## src/rtl/csw_pkg.sv

```systemverilog
package csw_pkg;
  typedef enum logic [3:0] {
    S_RUN   = 4'd0,
    S_STBY  = 4'd1,
    S_WAKEA = 4'd2,  // temporary wake for a debug access
    S_SERVE = 4'd3,  // access completes, ready high
    S_WAKEH = 4'd4,  // wake for halting event
    S_WAKEI = 4'd5,  // wake for interrupt
    S_RETD  = 4'd6,  // retire, then debug
    S_RETR  = 4'd7,  // retire, then run
    S_DEBUG = 4'd8
  } csw_state_e;
endpackage

```

## src/rtl/csw_wake_timer.sv

```systemverilog
module csw_wake_timer #(
  parameter int WAKE_CYC = 4
) (
  input  logic clk,
  input  logic rst,
  input  logic start_i,
  output logic done_o
);
  localparam int CW = (WAKE_CYC > 1) ? $clog2(WAKE_CYC) : 1;

  logic [CW-1:0] cnt_q;

  always_ff @(posedge clk) begin
    if (rst) begin
      cnt_q <= '0;
    end else if (start_i) begin
      cnt_q <= CW'(WAKE_CYC - 1);
    end else if (cnt_q != '0) begin
      cnt_q <= cnt_q - 1'b1;
    end
  end

  assign done_o = (cnt_q == '0);
endmodule

```

## src/rtl/csw_fsm.sv

```systemverilog
module csw_fsm
  import csw_pkg::*;
(
  input  logic       clk,
  input  logic       rst,
  input  logic       wfi_req_i,
  input  logic       irq_i,
  input  logic       halt_i,
  input  logic       resume_i,
  input  logic       psel_i,
  input  logic       pready_i,
  input  logic       wake_done_i,
  output logic       wake_start_o,
  output logic       serve_next_o,
  output logic       awake_o,
  output csw_state_e state_o
);
  csw_state_e state_q, state_d;
  logic       halt_pend_q;

  always_comb begin
    state_d      = state_q;
    wake_start_o = 1'b0;
    unique case (state_q)
      S_RUN: begin
        if (halt_i)         state_d = S_DEBUG;
        else if (wfi_req_i) state_d = S_STBY;
      end
      S_STBY: begin
        if (halt_i) begin
          state_d = S_WAKEH;  wake_start_o = 1'b1;
        end else if (psel_i && !pready_i) begin
          state_d = S_WAKEA;  wake_start_o = 1'b1;
        end else if (irq_i) begin
          state_d = S_WAKEI;  wake_start_o = 1'b1;
        end
      end
      S_WAKEA: if (wake_done_i) state_d = S_SERVE;
      S_WAKEH: if (wake_done_i) state_d = S_RETD;
      S_WAKEI: if (wake_done_i) state_d = S_RETR;
      S_SERVE: begin
        if (halt_pend_q || halt_i) state_d = S_RETD;
        else if (irq_i)            state_d = S_RETR;
        else                       state_d = S_STBY;
      end
      S_RETD:  state_d = S_DEBUG;
      S_RETR:  state_d = S_RUN;
      S_DEBUG: if (resume_i) state_d = S_RUN;
      default: state_d = S_RUN;
    endcase
  end

  always_ff @(posedge clk) begin
    if (rst) begin
      state_q     <= S_RUN;
      halt_pend_q <= 1'b0;
    end else begin
      state_q     <= state_d;
      halt_pend_q <= (state_q == S_WAKEA) && (halt_pend_q || halt_i);
    end
  end

  assign serve_next_o = (state_d == S_SERVE);
  assign awake_o      = (state_q == S_RUN) || (state_q == S_DEBUG);
  assign state_o      = state_q;
endmodule

```

## src/rtl/csw_apb_ready.sv

```systemverilog
module csw_apb_ready (
  input  logic clk,
  input  logic rst,
  input  logic awake_i,
  input  logic serve_next_i,
  input  logic psel_i,
  input  logic penable_i,
  output logic pready_o
);
  logic rdy_q;

  always_ff @(posedge clk) begin
    if (rst) rdy_q <= 1'b0;
    else     rdy_q <= serve_next_i ||
                      (awake_i && psel_i && penable_i && !rdy_q);
  end

  assign pready_o = rdy_q;
endmodule

```

## src/rtl/core_standby_ctrl.sv

```systemverilog
module core_standby_ctrl
  import csw_pkg::*;
#(
  parameter int WAKE_CYC = 4
) (
  input  logic clk,
  input  logic rst,
  input  logic wfi_req_i,
  input  logic irq_wake_i,
  input  logic halt_evt_i,
  input  logic dbg_resume_i,
  input  logic apb_psel_i,
  input  logic apb_penable_i,
  output logic apb_pready_o,
  output logic standby_o,
  output logic wfi_retire_o,
  output logic debug_state_o
);
  logic       wake_start, wake_done, serve_next, awake;
  csw_state_e fsm_state;

  csw_wake_timer #(.WAKE_CYC(WAKE_CYC)) u_timer (
    .clk     (clk),
    .rst     (rst),
    .start_i (wake_start),
    .done_o  (wake_done)
  );

  csw_fsm u_fsm (
    .clk          (clk),
    .rst          (rst),
    .wfi_req_i    (wfi_req_i),
    .irq_i        (irq_wake_i),
    .halt_i       (halt_evt_i),
    .resume_i     (dbg_resume_i),
    .psel_i       (apb_psel_i),
    .pready_i     (apb_pready_o),
    .wake_done_i  (wake_done),
    .wake_start_o (wake_start),
    .serve_next_o (serve_next),
    .awake_o      (awake),
    .state_o      (fsm_state)
  );

  csw_apb_ready u_rdy (
    .clk          (clk),
    .rst          (rst),
    .awake_i      (awake),
    .serve_next_i (serve_next),
    .psel_i       (apb_psel_i),
    .penable_i    (apb_penable_i),
    .pready_o     (apb_pready_o)
  );

  assign standby_o     = (fsm_state == S_STBY);
  assign wfi_retire_o  = (fsm_state == S_RETD) || (fsm_state == S_RETR);
  assign debug_state_o = (fsm_state == S_DEBUG);
endmodule

```

## config.mk

```make
export PLATFORM = sky130hd
export DESIGN_NAME = core_standby_ctrl
export DESIGN_NICKNAME = d
export VERILOG_FILES = /design/src/rtl/csw_pkg.sv /design/src/rtl/csw_wake_timer.sv /design/src/rtl/csw_fsm.sv /design/src/rtl/csw_apb_ready.sv /design/src/rtl/core_standby_ctrl.sv
export SDC_FILE = /design/constraint.sdc
export NUM_CORES = 1
export LEC_CHECK = 0
export BUFFER_PORTS_ARGS = -buffer_cell sky130_fd_sc_hd__buf_4
export CAP_MARGIN = 20
export CORE_AREA = 2 2 39 41
export DETAILED_ROUTE_END_ITERATION = 16
export DIE_AREA = 0 0 41 43
export PLACE_DENSITY = 0.71
export REMOVE_ABC_BUFFERS = 1
export SLEW_MARGIN = 25
export SYNTH_ARGS = -nofsm -noshare
export SYNTH_HDL_FRONTEND = slang
export SYNTH_SLANG_ARGS = --single-unit
```

## constraint.sdc

```tcl
create_clock -name clk -period 1.62 [get_ports clk]
set_input_delay 0.081 -clock clk [delete_from_list [all_inputs] [get_ports clk]]
set_output_delay 0.081 -clock clk [all_outputs]
set_load 0.005 [all_outputs]
```

==> results.txt, run 1 <==
The count of standard-cell rows is 14. The number of nets in the layout came out at 88. The via count of the first global-routing pass came to 438. The yosys synthesis warning count is 0.

The worst setup path is of the reg -> reg kind. The maximum operating frequency came out at 654.7 MHz. The number of sinks on the clock net is 8. Of the cells placed in the final design, the portion with a size suffix greater than 1 is 0.3377. The setup skew after layout is 0.0003298 ns. The proportion of netlist area held by the largest area contributor came out at 0.3099.

Counting flops and latches in the post-synthesis netlist gives 8. The worst pin sits at a relative slew slack of 0.6372. The TritonCTS buffer count is 3.

The endpoint of the most critical register-to-register path is u_rdy.pready_o. The pin slew with the least headroom to its limit came out at 0.5372 ns. Across all register-to-register paths, the minimum setup slack is 0.09 ns. The data required time at the worst endpoint came out at 1.81 ns.

The kind of end point of the critical path is a flop. The startpoint identified for the worst hold timing path is rst. dfxtp_1 is the most common cell in the netlist.

The number of DRC markers in iteration 0 came out at 12. The worst-path maximum fanout came out at 2. The final instance area came out at 656.9 um2. The final number of setup-violating endpoints is 0. The count of pins over their slew limit came out at 0. The async set-or-reset flop fraction in the synthesized netlist came out at 0. The register clock-pin slew on the reported worst setup and hold paths is 0.05 ns. The depth of the worst hold-timing path is 2. The global placer's final weighted congestion is 0.8268.

In the post-route analysis, the smallest setup slack over all paths is 0.09256 ns. After detailed routing, the number of remaining DRC violations is 0. The fraction of the yosys area taken by sequential cells came out at 0.3099. The post-cts hold buffer count came out at 0. The final worst-path cycle share is 0.9429. The number of antenna violations at the first check in global routing is 0. The total count of hold-check failures in the final report is 0. The setup slack after placement is 0.04999 ns.

The end point of the worst hold path is u_timer.cnt_q[0]. Dividing the detail-routed via count by the number of cells gives 5.656. After routing, the total negative slack on setup checks comes to 0 ns. The wire length per cell came out at 12.80 um. The post-synthesis to final-layout area growth came out at 27.12%. The wire length on met2 came out at 606 um. The number of input and output port buffers inserted is 11.

Together, buffers and inverters on the worst path number 0. The combined area of the multi-input logic cells is 319.1 um2. Setup repair after global routing left no endpoint under its margin. The maximum buffer depth of the clock tree came out at 2. Counting the fill cells in the layout gives 146. The top routing layer in use is met4. The slowest stage of the critical path belongs to the cell or4_1. The highest cell delay on the worst timing path came out at 0.50 ns. The endpoint arrival time on the critical path is 1.72 ns. The worst setup path is launched from a flop.

In the global route stage, overall resource usage came out at 0.1620. The total overflow left after global routing is 0. The overall die height is 43 um.

The core area is 1384 um2. The placed wire-length estimate came out at 842.3 um. The instance count of the mapped netlist came out at 62. The cell type contributing the most total cell area after synthesis is dfxtp_1. The later pin in the worst-skew pair is clocked with a latency of 0.25 ns. The worst-case vdd ir drop came out at 0.3556 mV.

Among all flip-flop cells after synthesis, the most frequent one is dfxtp_1. The largest net degree at the start of global routing came out at 13. Summing all placed instances gives a cell area of 628.1 um2. For this design the ratio of total power to cell area is 959.2 nW/um2. The detailed-route wire length is 1190 um. The summed instance area of the synthesized netlist came out at 516.7 um2. The floorplan step defined a die boundary enclosing 1763 um2. The number of nets with antenna violations after detailed routing came out at 0. Once the clock tree was built, the setup fixing pass inserted 0 buffers. The cell family contributing the most delay on the critical path is compound AO/OA/AOI/OAI gates. The number of H-tree levels is 1. The signal on the critical path passes through or4_1 > a211o_1 > a311oi_2 > nand2_1 > o21ai_1. The initial core utilization came out at 0.3734. 0 antenna diodes ended up in the layout. The minimum clock period came out at 1.527 ns.

TritonCTS built the clock tree. Sorting the synthesized cells by area gives the leading types as dfxtp_1, and2b_2, nor4b_1, a21oi_1, inv_1. In this run, synthesis inferred 0 flip-flops with an integrated enable.

The run finished with clean final reports. The post-synthesis average cell area is 8.335 um2. The count of boundary I/O pins is 12. The worst register-to-register path begins at u_fsm.state_o[1].

In this run the worst hold path is classified as in -> reg. The number of maximum-capacitance constraint violations is 0. The static leakage is 0.0002695 uW. The routed via count came out at 526. The number of cells on the worst reg-to-reg path is 5. The total met3 wirelength after detailed routing came out at 66 um. Registers take 160.2 um2. The post-synthesis cell type count is 32.

Counting instances in the post-synthesis netlist gives the leading cell types as dfxtp_1, inv_1, nor2_1, a21oi_1. The global-route wire length before repair is 1925 um. The overall die width is 41 um. The number of search-and-repair iterations in the first detailed-routing pass is 4. The root buffer cell is clkbuf_4. For this block, wires on met1 add up to 500 um.
## cell families (layout without fill, tap and decap cells)
family	count (synthesis)	in the layout	synth area share
adder cells (fa/ha/maj)	1	1	0.02421
AO/OA/AOI/OAI	18	18	0.2349
XOR/XNOR	1	1	0.01695
flip-flops	8	8	0.3099
multiplexers	1	1	0.02179
AND/OR/NAND/NOR	24	24	0.3075
buffers and inverters	9	24	0.08474
## flip-flops by register name, indices dropped and copies added (netlist names)
signal and flops:
u_fsm.state_o 4, u_rdy.pready_o 1, u_timer.cnt_q 2, u_fsm.halt_pend_q 1
## report_power, final
| part | internal [uW] | switching (uW) |
|---|---|---|
| clock network | 84.9 | 69.7 |
| logic | 122 | 107 |
| registers | 228 | 18.9 |
| total | 434 | 196 |
## routing by layer
layer  up-vias  track usage
li1        258            -
met1       248       0.1942
met2        16       0.2500
met3         4      0.06283
met4         0      0.06000
met5         -            0
## timing repair
| item | CTS | global route |
|---|---|---|
| hold endpoints to repair | 0 | 0 |
| setup endpoints to repair | 0 | 2 |
| resized for setup | 0 | 1 |
## through the flow
| step | util | total power [uW] | instances | hold WS, ns |
|---|---|---|---|---|
| final | 0.4747 | 630.1 | 93 | 0.05657 |
| after detailed placement | 0.4539 | 479.6 | 90 | 0.3255 |
| after CTS | 0.4702 | 638.6 | 93 | 0.05540 |
| after global placement | 0.4539 | 471.9 | 90 | 0.3185 |
| after floorplan | - | 403.9 | 59 | 0.1501 |
| after global routing | 0.4747 | 686.3 | 93 | 0.05900 |
## cell type report
class | instances | share of cell area
tap | 16 | 0.03048
inverter | 6 | 0.03429
clock buffer | 3 | 0.03429
sequential | 8 | 0.2438
timing repair buffer | 15 | 0.1714
multi-input combinational | 45 | 0.4857
## worst max path at each step
stage | startpoint | end | slack, ns | cells past startpoint
after floorplan | u_fsm.state_o[3] | u_rdy.pready_o | 0.04 | 5
after global placement | u_fsm.state_o[1] | u_rdy.pready_o | 0.07 | 5
after detailed placement | u_fsm.state_o[1] | u_rdy.pready_o | 0.05 | 5
after CTS | u_fsm.state_o[1] | u_rdy.pready_o | 0.03 | 5
after global routing | u_fsm.state_o[2] | u_rdy.pready_o | 0.003 | 6
final | u_fsm.state_o[1] | u_rdy.pready_o | 0.09 | 5
## cells in the final DEF (no fill, tap or decap), types with 2 or more instances in the layout
cell type,netlist,layout
a21oi_1,5,5
a31oi_1,2,2
and2b_2,3,3
buf_4,0,15
clkbuf_4,0,3
dfxtp_1,8,8
inv_1,6,6
nor2_1,6,6
nor3b_1,2,2
nor4b_1,3,2
o21ai_0,3,3
(Power assumes the default switching activity.)
==> inputs of run 2 (changes only) <==
--- a/config.mk
+++ b/config.mk
@@ -10,9 +10,11 @@
 export CORE_AREA = 2 2 39 41
 export DETAILED_ROUTE_END_ITERATION = 16
 export DIE_AREA = 0 0 41 43
-export PLACE_DENSITY = 0.71
+export PLACE_DENSITY = 0.73
 export REMOVE_ABC_BUFFERS = 1
 export SLEW_MARGIN = 25
 export SYNTH_ARGS = -nofsm -noshare
 export SYNTH_HDL_FRONTEND = slang
+export SYNTH_HIERARCHICAL = 1
 export SYNTH_SLANG_ARGS = --single-unit
+export TNS_END_PERCENT = 1
==> results.txt, run 2 <==
The run finished with clean final reports. The signal on the critical path passes through and2b_2 > and3_1 > a21oi_1 > a31oi_1. The maximum buffer depth of the clock tree came out at 2. Setup repair after global routing left no endpoint under its margin. Leaving out fill and tap cells, the most frequent cells in the layout are buf_4, nor2_1, dfxtp_1.

In this run, post-CTS hold repair placed 0 buffers. The async set-or-reset flop fraction in the synthesized netlist is 0. The all-layer global routing usage came out at 0.1615. The post-synthesis simple-gate area fraction is 0.3805. The vias per cell is 5.250. The class of the most critical hold timing path is in -> reg. The number of maximum-capacitance constraint violations came out at 0. The overall die height is 43 um. The number of antenna violations at the first check in global routing is 0. The global-route wire length before repair came out at 1849 um. The non-filler instance count after layout came out at 92. Summed over all instances, the cell type with the most area after synthesis is dfxtp_1. The worst-case vdd ir drop is 0.8375 mV. The post-synthesis to final-layout area growth came out at 19.72%. The final core utilization is 0.4665. The number of input and output port buffers inserted is 11. The setup skew after layout is 0.004575 ns. The highest cell delay on the worst timing path came out at 0.55 ns. The setup slack of the worst register-to-register path is 0.27 ns.

After synthesis the netlist holds a flip-flop and latch count of 8. In this run, placement finished with an instance count of 89. The full die area is 1763 um2. The largest family of logic cells by synthesized area is simple AND/OR/NAND/NOR gates.

After synthesis, the most frequently instantiated cells are dfxtp_1, nor2_1, nand2_1, inv_1. The later pin in the worst-skew pair is clocked with a latency of 0.25 ns. On the critical path, the stage with the largest delay is an instance of dfxtp_1.

The post-synthesis cell type count came out at 33. The fraction of layout cells with a size suffix above 1 is 0.2763. The placed wire-length estimate is 837.5 um. The post-cts resize count is 0. At the end of the flow, the number of nets in the layout was 87. The total global routing overflow is 0. The data required time at the worst endpoint came out at 1.76 ns. Summed over all cells, the static leakage comes to 0.0002608 uW. The endpoint arrival time on the critical path came out at 1.49 ns. The minimum clock period came out at 1.351 ns. The diode insertion count for antenna repair came out at 0. The largest net degree at the start of global routing is 14.

Once the clock tree was built, the setup fixing pass inserted 0 buffers. Counting the buffers created by CTS gives 3. The pin slew with the least headroom to its limit came out at 0.4103 ns.

The proportion of synthesized area in mux cells came out at 0.03712. The number of sinks on the clock net is 8. Of the available clock period, the critical path in the final layout requires 0.8338. The number of enable flip-flop cells after synthesis came out at 0. The register clock-pin slew on the reported worst setup and hold paths came out at 0.06 ns.

The overall die width is 41 um. The post-synthesis share of cell area spent on full adders, half adders and majority gates is 0.02320. Of the total synthesized cell area, the portion taken by XOR and XNOR cells is 0.01624. The wire length per cell is 12.39 um. For this run, design rule violations remaining after detail routing come to 0. The proportion of netlist area held by the largest area contributor came out at 0.2970. STA classifies the critical path startpoint as a flop.

The final instance area came out at 645.6 um2. The fraction of the yosys area taken by sequential cells is 0.2970. Among all flip-flop cells after synthesis, the most frequent one is dfxtp_1. The count of boundary I/O pins came out at 12. The fill cell total of the finished layout came out at 145. By startpoint and endpoint, the worst setup path is classified as reg -> reg. The detailed-route wire length came out at 1140 um. The final number of setup-violating endpoints came out at 0. The worst-path maximum fanout is 12.

The mapped netlist covers 539.3 um2. The core area is 1384 um2. The slack of the critical path is 0.2692 ns. The setup slack after placement is 0.2865 ns. Sorting the synthesized cells by area gives the leading types as dfxtp_1, nor2_1, nor4b_2, mux2i_1, a31oi_1.

The number of nets with antenna violations after detailed routing came out at 0. TritonCTS built the clock tree. The total count of hold-check failures in the final report came out at 0.

The count of pins over their slew limit came to 0. The relative max-transition margin came out at 0.7261. The worst setup path is captured at a flop.

The number of H-tree levels is 1. The yosys synthesis warning count is 6. The maximum operating frequency is 740.3 MHz.

The total power density per cell area came out at 1024 nW/um2. The global placer's final weighted congestion came out at 0.7955. The root buffer cell chosen for the clock tree is clkbuf_4. Leaving out fill and tap cells, the most frequent cell in the layout is buf_4.

The via count of the first global-routing pass is 436. The number of flip-flops under the largest register name is 4. The share of the synthesized area in compound gates (AO/OA/AOI/OAI) is 0.1833. The initial core utilization is 0.3897. The number of DRC markers in iteration 0 is 6. The post-synthesis average cell area came out at 8.426 um2. Summing all placed instances gives a cell area of 623.1 um2.

The pre-antenna-repair detailed-routing pass consisted of 4 iterations. The routed via count is 483. Summed over all failing endpoints, the final setup total negative slack is 0 ns. The instance count of the mapped netlist came out at 64. The count of standard-cell rows is 14.
run 2: path summary, 6_finish.rpt:
| check | start | endpoint | depth (start not counted) |
|---|---|---|---|
| max reg2reg | u_fsm/state_o[3] | u_fsm/state_o[0] | 4 |
| min | rst | u_fsm/state_o[3] | 2 |
| max | u_fsm/state_o[3] | u_fsm/state_o[0] | 4 |
| min reg2reg | u_fsm/halt_pend_q | u_fsm/halt_pend_q | 2 |
run 2: final cells by class:
class / instances / area, um2 / area share
flip-flops and latches: 8 / 160.2 / 0.2481
multi-input cells: 50 / 345.3 / 0.5349
inverters: 4 / 15.01 / 0.02326
clock buffers: 3 / 22.52 / 0.03488
well taps: 16 / 20.02 / 0.03101
repair buffers: 11 / 82.58 / 0.1279
run 2: stage by stage:
step                total power (uW)  hold slack, ns
floorplan                      448.1          0.1456
CTS                            670.7         0.03347
global placement               502.6          0.2991
global route                   716.1         0.03016
finish                         661.1         0.03855
detailed placement             512.1          0.3056
run 2: logic make-up (layout without fill, tap and decap cells):
logic type | after synthesis | after routing
flops | 8 | 8
fa+ha+maj | 1 | 1
compound gates | 14 | 14
xor+xnor | 1 | 1
simple gates | 32 | 32
mux | 2 | 2
buf+inv | 6 | 18
run 2: per-layer routing:
layer	global-route usage	share of wire
met2	0.2406	0.47
met3	0.03141	0.023
met4	0.1200	0.029
met5	0	0
met1	0.1928	0.48
run 2: worst max-delay path: cells and delay by family (launching register included):
| family | cells | cell delay (ns) |
|---|---|---|
| flops | 1 | 0.55 |
| compound gates | 2 | 0.21 |
| simple gates | 2 | 0.47 |
run 2: report_power, final:
part / leakage (uW) / total [uW] / internal [uW] / switching [uW]
registers: 0.0000655 / 268 / 232 / 35.8
clock network: 0.0000138 / 154 / 84.9 / 69.3
logic: 0.000181 / 239 / 129 / 110
